==> src/rtl/ddr2_init_pkg.sv <==
`timescale 1ns/1ps
package ddr2_init_pkg;

  typedef enum logic [1:0] {CMD_NOP, CMD_PRE, CMD_REF, CMD_MRS} cmd_e;

  typedef enum logic [2:0] {S_PWR, S_CKE, S_CMD, S_GAP, S_DONE} state_e;

  typedef enum logic [3:0] {
    ST_PRE_A, ST_EMR2, ST_EMR3, ST_EMR1_DLL, ST_MR0_RST, ST_PRE_B,
    ST_REF_A, ST_REF_B, ST_MR0_RUN, ST_EMR1_OCD, ST_EMR1_EXIT
  } step_e;

  localparam step_e STEP_LAST = ST_EMR1_EXIT;
  localparam int    MODE_W    = 13;

  function automatic int max2(int a, int b);
    return (a > b) ? a : b;
  endfunction

  // {ras_n, cas_n, we_n}
  function automatic logic [2:0] cmd_pins(cmd_e c);
    case (c)
      CMD_PRE: return 3'b010;
      CMD_REF: return 3'b001;
      CMD_MRS: return 3'b000;
      default: return 3'b111;
    endcase
  endfunction

  function automatic logic [MODE_W-1:0] mr0_word(logic [2:0] cl, logic [2:0] wr_f, logic dll_rst);
    logic [MODE_W-1:0] w;
    w       = '0;
    w[2:0]  = 3'b011;
    w[6:4]  = cl;
    w[8]    = dll_rst;
    w[11:9] = wr_f;
    return w;
  endfunction

  function automatic logic [MODE_W-1:0] emr1_word(logic ocd_dflt);
    logic [MODE_W-1:0] w;
    w      = '0;
    w[2]   = 1'b1;
    w[9:7] = {3{ocd_dflt}};
    return w;
  endfunction

endpackage

==> src/rtl/ddr2_init_wait.sv <==
`timescale 1ns/1ps
module ddr2_init_wait #(
  parameter int CNT_W   = 8,
  parameter int RST_VAL = 0
) (
  input  logic             clk_i,
  input  logic             rst_ni,
  input  logic             load_i,
  input  logic [CNT_W-1:0] load_val_i,
  output logic             zero_o
);

  logic [CNT_W-1:0] cnt_q;

  always_ff @(posedge clk_i or negedge rst_ni) begin
    if (!rst_ni)           cnt_q <= CNT_W'(RST_VAL);
    else if (load_i)       cnt_q <= load_val_i;
    else if (cnt_q != '0)  cnt_q <= cnt_q - 1'b1;
  end

  assign zero_o = (cnt_q == '0);


  wait_park_chk: assert property (@(posedge clk_i) disable iff (!rst_ni)
    (zero_o && !load_i) |=> zero_o);

endmodule

==> src/rtl/ddr2_init_rom.sv <==
`timescale 1ns/1ps
module ddr2_init_rom
  import ddr2_init_pkg::*;
#(
  parameter int ADDR_W = 14,
  parameter int BA_W   = 3,
  parameter int CNT_W  = 8,
  parameter int T_RP   = 3,
  parameter int T_MRD  = 2,
  parameter int T_RFC  = 9,
  parameter int T_DLLK = 200
) (
  input  step_e             step_i,
  input  logic [2:0]        cl_i,
  input  logic [2:0]        wr_f_i,
  output cmd_e              cmd_o,
  output logic [BA_W-1:0]   ba_o,
  output logic [ADDR_W-1:0] addr_o,
  output logic [CNT_W-1:0]  gap_o
);

  logic [MODE_W-1:0] word;

  always_comb begin
    cmd_o = CMD_MRS;
    ba_o  = '0;
    word  = '0;
    gap_o = CNT_W'(T_MRD);
    case (step_i)
      ST_PRE_A, ST_PRE_B: begin
        cmd_o    = CMD_PRE;
        word[10] = 1'b1;
        gap_o    = CNT_W'(T_RP);
      end
      ST_REF_A, ST_REF_B: begin
        cmd_o = CMD_REF;
        gap_o = CNT_W'(T_RFC);
      end
      ST_EMR2:     ba_o = BA_W'(2);
      ST_EMR3:     ba_o = BA_W'(3);
      ST_EMR1_DLL: begin ba_o = BA_W'(1); word = emr1_word(1'b0); end
      ST_EMR1_OCD: begin ba_o = BA_W'(1); word = emr1_word(1'b1); end
      ST_EMR1_EXIT: begin
        ba_o  = BA_W'(1);
        word  = emr1_word(1'b0);
        gap_o = CNT_W'(T_DLLK);   // DLL lock wait closes the sequence
      end
      ST_MR0_RST:  word = mr0_word(cl_i, wr_f_i, 1'b1);
      ST_MR0_RUN:  word = mr0_word(cl_i, wr_f_i, 1'b0);
      default:     cmd_o = CMD_NOP;
    endcase
  end

  always_comb begin
    addr_o             = '0;
    addr_o[MODE_W-1:0] = word;
  end

endmodule

==> src/rtl/ddr2_init_ctrl.sv <==
`timescale 1ns/1ps
module ddr2_init_ctrl
  import ddr2_init_pkg::*;
#(
  parameter int CNT_W = 8,
  parameter int T_CKE = 4
) (
  input  logic             clk_i,
  input  logic             rst_ni,
  input  logic [2:0]       cas_lat_i,
  input  logic [3:0]       wr_cyc_i,
  input  logic             zero_i,
  input  logic [CNT_W-1:0] gap_i,
  output logic             load_o,
  output logic [CNT_W-1:0] load_val_o,
  output state_e           state_o,
  output step_e            step_o,
  output logic [2:0]       cl_o,
  output logic [2:0]       wr_f_o
);

  state_e     state_q, state_d;
  step_e      step_q, step_d;
  logic [2:0] cl_q, wr_f_q;
  logic       adv;

  always_comb begin
    state_d    = state_q;
    step_d     = step_q;
    load_o     = 1'b0;
    load_val_o = '0;
    adv        = 1'b0;
    case (state_q)
      S_PWR: if (zero_i) begin
        state_d    = S_CKE;
        load_o     = 1'b1;
        load_val_o = CNT_W'(T_CKE - 1);
      end
      S_CKE: if (zero_i) state_d = S_CMD;
      S_CMD: begin
        if (gap_i > CNT_W'(1)) begin
          state_d    = S_GAP;
          load_o     = 1'b1;
          load_val_o = gap_i - CNT_W'(2);
        end else begin
          adv = 1'b1;
        end
      end
      S_GAP:   adv = zero_i;
      default: ;
    endcase
    if (adv) begin
      if (step_q == STEP_LAST) begin
        state_d = S_DONE;
      end else begin
        state_d = S_CMD;
        step_d  = step_e'(step_q + 4'd1);
      end
    end
  end

  always_ff @(posedge clk_i or negedge rst_ni) begin
    if (!rst_ni) begin
      state_q <= S_PWR;
      step_q  <= ST_PRE_A;
      cl_q    <= '0;
      wr_f_q  <= '0;
    end else begin
      state_q <= state_d;
      step_q  <= step_d;
      if (state_q == S_PWR && zero_i) begin
        cl_q   <= cas_lat_i;
        wr_f_q <= 3'(wr_cyc_i - 4'd1);
      end
    end
  end

  assign state_o = state_q;
  assign step_o  = step_q;
  assign cl_o    = cl_q;
  assign wr_f_o  = wr_f_q;


  step_order_chk: assert property (@(posedge clk_i) disable iff (!rst_ni)
    (step_q != $past(step_q)) |-> (step_q == step_e'($past(step_q) + 4'd1)));


  cfg_hold_chk: assert property (@(posedge clk_i) disable iff (!rst_ni)
    (state_q != S_PWR) |=> ($stable(cl_q) && $stable(wr_f_q)));


  done_sticky_chk: assert property (@(posedge clk_i) disable iff (!rst_ni)
    (state_q == S_DONE) |=> (state_q == S_DONE));

endmodule

==> src/rtl/ddr2_init_seq.sv <==
`timescale 1ns/1ps
module ddr2_init_seq
  import ddr2_init_pkg::*;
#(
  parameter int ADDR_W  = 14,
  parameter int BA_W    = 3,
  parameter int T_PWRUP = 64,
  parameter int T_CKE   = 4,
  parameter int T_RP    = 3,
  parameter int T_MRD   = 2,
  parameter int T_RFC   = 26,
  parameter int T_DLLK  = 200
) (
  input  logic              clk_i,
  input  logic              rst_ni,
  input  logic [2:0]        cas_lat_i,
  input  logic [3:0]        wr_cyc_i,
  output logic              cke_o,
  output logic              cs_n_o,
  output logic              ras_n_o,
  output logic              cas_n_o,
  output logic              we_n_o,
  output logic [BA_W-1:0]   ba_o,
  output logic [ADDR_W-1:0] addr_o,
  output logic              done_o
);

  localparam int T_MAX = max2(max2(max2(T_PWRUP, T_CKE), max2(T_RP, T_MRD)),
                              max2(T_RFC, T_DLLK));
  localparam int CNT_W = $clog2(T_MAX + 1);

  state_e            state;
  step_e             step;
  cmd_e              rom_cmd;
  logic [BA_W-1:0]   rom_ba;
  logic [ADDR_W-1:0] rom_addr;
  logic [CNT_W-1:0]  gap, load_val;
  logic              load, zero;
  logic [2:0]        cl, wr_f;

  ddr2_init_ctrl #(.CNT_W(CNT_W), .T_CKE(T_CKE)) i_ctrl (
    .clk_i, .rst_ni, .cas_lat_i, .wr_cyc_i,
    .zero_i(zero), .gap_i(gap), .load_o(load), .load_val_o(load_val),
    .state_o(state), .step_o(step), .cl_o(cl), .wr_f_o(wr_f)
  );

  ddr2_init_wait #(.CNT_W(CNT_W), .RST_VAL(T_PWRUP - 1)) i_wait (
    .clk_i, .rst_ni, .load_i(load), .load_val_i(load_val), .zero_o(zero)
  );

  ddr2_init_rom #(
    .ADDR_W(ADDR_W), .BA_W(BA_W), .CNT_W(CNT_W),
    .T_RP(T_RP), .T_MRD(T_MRD), .T_RFC(T_RFC), .T_DLLK(T_DLLK)
  ) i_rom (
    .step_i(step), .cl_i(cl), .wr_f_i(wr_f),
    .cmd_o(rom_cmd), .ba_o(rom_ba), .addr_o(rom_addr), .gap_o(gap)
  );

  always_comb begin
    cke_o                       = (state != S_PWR);
    {cs_n_o, ras_n_o, cas_n_o, we_n_o} = 4'b1111;
    ba_o                        = '0;
    addr_o                      = '0;
    if (state != S_PWR) begin
      cs_n_o = 1'b0;
      if (state == S_CMD) begin
        {ras_n_o, cas_n_o, we_n_o} = cmd_pins(rom_cmd);
        ba_o   = rom_ba;
        addr_o = rom_addr;
      end
    end
  end

  assign done_o = (state == S_DONE);


  pwr_idle_chk: assert property (@(posedge clk_i) disable iff (!rst_ni)
    !cke_o |-> (cs_n_o && ras_n_o && cas_n_o && we_n_o && !done_o));


  cke_hold_chk: assert property (@(posedge clk_i) disable iff (!rst_ni)
    !$fell(cke_o));


  nop_fill_chk: assert property (@(posedge clk_i) disable iff (!rst_ni)
    (cke_o && state != S_CMD) |-> (!cs_n_o && ras_n_o && cas_n_o && we_n_o));


  mr0_burst_chk: assert property (@(posedge clk_i) disable iff (!rst_ni)
    (!cs_n_o && !ras_n_o && !cas_n_o && !we_n_o && ba_o == '0) |-> (addr_o[2:0] == 3'b011));


  done_bus_chk: assert property (@(posedge clk_i) disable iff (!rst_ni)
    done_o |-> (cke_o && !cs_n_o && ras_n_o && cas_n_o && we_n_o));

endmodule

==> config.mk <==
export PLATFORM = sky130hd
export DESIGN_NAME = ddr2_init_seq
export DESIGN_NICKNAME = d
export VERILOG_FILES = /design/src/rtl/ddr2_init_pkg.sv /design/src/rtl/ddr2_init_wait.sv /design/src/rtl/ddr2_init_rom.sv /design/src/rtl/ddr2_init_ctrl.sv /design/src/rtl/ddr2_init_seq.sv
export SDC_FILE = /design/constraint.sdc
export NUM_CORES = 1
export LEC_CHECK = 0
export CAP_MARGIN = 40
export CORE_ASPECT_RATIO = 0.6
export CORE_MARGIN = 1.5
export CORE_UTILIZATION = 40
export CTS_CLUSTER_DIAMETER = 100
export DETAILED_ROUTE_END_ITERATION = 8
export DONT_BUFFER_PORTS = 1
export SLEW_MARGIN = 20
export SYNTH_ARGS = -nofsm -noshare
export SYNTH_HDL_FRONTEND = slang
export SYNTH_SLANG_ARGS = --single-unit
==> constraint.sdc <==
create_clock -name clk_i -period 3.8 [get_ports clk_i]
set_clock_uncertainty 0.2 [all_clocks]
set_input_delay 0.19 -clock clk_i [delete_from_list [all_inputs] [get_ports clk_i]]
set_output_delay 0.19 -clock clk_i [all_outputs]
set_load 0.01 [all_outputs]
==> impl_metrics.tcl <==
set metrics [dict create \
    drt_first_iter_violations 114 \
    synth_top_area_share_pct 25.7 \
    clk_pin_slew_ns 0.07 \
    synth_area_leaders "dfrtp_1, dfstp_2, ha_1" \
    cts_setup_buffers 0 \
    synth_edf_count 0 \
    status "finished clean" \
    cpMaxStageDelayCell "a2111oi_0" \
    netlist.top_cell.by_area "dfrtp_1" \
    final_util_pct 46.8 \
    die_h_um 49.8 \
    final_common_cell "dfrtp_1" \
    yosysSeqAreaShare_pct 36.5 \
    diodes 0 \
    ys.flop_type "dfrtp_1" \
    io_buffers 0 \
    fmax_mhz 375 \
    rows 16 \
    clkLatencyLatePin_ns 0.27 \
    cp_slowest_stage_delay_ns 0.58 \
    die_x_um 81.0 \
    ctsLongestPathBuffers 2 \
    post-route-drc-count 0 \
    io_pins 32 \
    period_share_pct 70.1 \
    post-route-min-period_ns 2.67 \
    wl_per_cell_um 15.5 \
    r2r_start "i_wait.cnt_q[0]" \
    synthArstFlopShare_pct 100 \
    start_kind "flop" \
    hold_viol 0 \
    rsz0062_at_grt "false" \
    viasPerCell 5.61 \
    crit_type "flop to primary output" \
    clock_sinks 21 \
    hold_depth 2 \
    placed_area_sq_um 1450 \
    grt_pass1_wl_mm 5.45 \
    postRouteAntennaNets 0 \
    nets 177 \
    start_util_pct 43.4 \
    dp_hpwl_mm 2.28 \
    worst_pin_slew_ns 0.556 \
    power_density_nw_per_um2 254 \
    grt_pass1_vias 1059 \
    worstPathMaxFanout 12 \
    place.gp.congestion 0.874 \
    pre_cts_ws_ns 1.45 \
    num_vias 1151 \
    crit_path_cell_trace "nor2_1 -> nand2_1 -> a2111oi_0 -> buf_1 -> a21o_1" \
    dieArea_sq_um 4030 \
    ctsResizeCount 0 \
    hp-start "wr_cyc_i[2]" \
    synthCells 157 \
    stdcell_area_sq_um 1570 \
    reg2reg_depth 6 \
    cp-startpoint "i_ctrl.state_o[0]" \
    syn_avg_cell_area_sq_um 9.29 \
    finalSetupTns_ns 0 \
    slew_viol_final 0 \
    setup_slack_ns 1.13 \
    cts_tree "yes" \
    cap_viol_max_count 0 \
    coreArea_sq_um 3360 \
    ys_warn_count 0 \
    setup_viol 0 \
    drt_wl_total_mm 3.18 \
    layout_common_cells "dfrtp_1, nor2_1, o21ai_0" \
    gr-total-overflow 0 \
    max-slew-margin-rel_pct 62.0 \
    yosysUniqueCellTypes 47 \
    grt_antenna_before_repair 0 \
    leakagePower_nw 0.671 \
    ir_worst_vdd_mv 0.134 \
    syn_to_final_growth_pct 7.89 \
    grt.total_usage_pct 18.0 \
    cp_data_arrival_time_ns 2.28 \
    netlist_area_sq_um 1460 \
    dr.pass1.iters 4 \
    drive_gt1_share_pct 15.6 \
    grt_max_degree 22 \
    end_kind "primary output" \
    cp.required_ns 3.41 \
    ys_seq_elements 21 \
    cts_made_buffers 3 \
    clockRootBuffer "clkbuf_8" \
    whs_ns 0.0451 \
    worstHoldPathType "input pin to flop" \
    cts_max_level 1 \
]
==> repair_timing <==
action                                 CTS  global route
setup endpoints to repair                0             0
endpoints found under the hold margin   26             0
hold buffers                             6             0
==> layer usage <==
metal,wire (um),up-vias,GRT usage (%)
li1,-,562,-
met1,1600,568,28.0
met2,1460,18,24.9
met3,110,3,4.63
met4,16,0,3.16
met5,0,-,0
==> cells in the mapped netlist (2+ instances only) <==
| cell type | instances |
|---|---|
| a211oi_1 | 2 |
| clkbuf_1 | 6 |
| dfstp_2 | 6 |
| dfrtp_1 | 15 |
| nand2_1 | 7 |
| nor3_1 | 8 |
| a21o_1 | 4 |
| nor3b_1 | 5 |
| mux2_2 | 6 |
| nor4_1 | 3 |
| nand3_1 | 2 |
| nor2b_1 | 2 |
| xnor2_1 | 4 |
| buf_6 | 2 |
| and2_1 | 4 |
| buf_4 | 5 |
| xor2_1 | 3 |
| nor2_1 | 10 |
| inv_1 | 8 |
| o21ai_0 | 10 |
| a21oi_1 | 7 |
| or4_1 | 2 |
| o31ai_1 | 2 |
| a31oi_1 | 4 |
| mux2_4 | 2 |
| ha_1 | 7 |
==> logic make-up after synthesis <==
logic type | synth area share [%]
AND/OR/NAND/NOR | 21.1
flip-flops | 36.5
AO/OA/AOI/OAI | 16.5
buffers and inverters | 8.06
adder cells (fa/ha/maj) | 6.00
multiplexers | 7.38
XOR/XNOR | 4.20
other | 0.257
==> sequential cells by signal (all words and copies together) (netlist names) <==
register and cells:
i_ctrl.wr_f_o 3, i_ctrl.step_o 4, i_ctrl.cl_o 3, i_wait.cnt_q 8
i_ctrl.state_o 3
==> final timing paths <==
check,to,slack [ns]
min in group asynchronous,i_ctrl.step_o[0],0.14
max reg2reg,i_ctrl.step_o[1],1.45
max,ba_o[0],1.13
min,i_ctrl.wr_f_o[2],0.05
max in group asynchronous,i_wait.cnt_q[5],2.73
min reg2reg,i_ctrl.cl_o[1],0.30
==> where the power goes <==
| group | switching [mW] | internal, mW |
|---|---|---|
| sequential | 0.00191 | 0.228 |
| combinational | 0.00940 | 0.00925 |
| clock | 0.0757 | 0.0749 |
| total | 0.0870 | 0.312 |
==> final cells by class <==
cell class / instances / area [sq um]
fillers: 314 / 1790
inverters: 8 / 30.0
flip-flops and latches: 21 / 533
multi-input cells: 117 / 820
repair buffers: 10 / 90.1
clock buffers: 4 / 45.0
well taps: 45 / 56.3
==> worst max-delay path: cells and delay by family, from the launching register on <==
kind                   cells  cell delay, ns
buffers and inverters      1            0.16
AOI/OAI and AO/OA          2            0.71
DFF                        1            0.46
and+or+nand+nor            2            0.67
==> metrics by stage <==
stage               instances  total power, mW
floorplan                 160            0.244
global placement          192            0.241
detailed placement        194            0.242
CTS                       204            0.401
global route              205            0.417
finish                    205            0.399
Note: power is estimated with default switching activity, not from simulation.
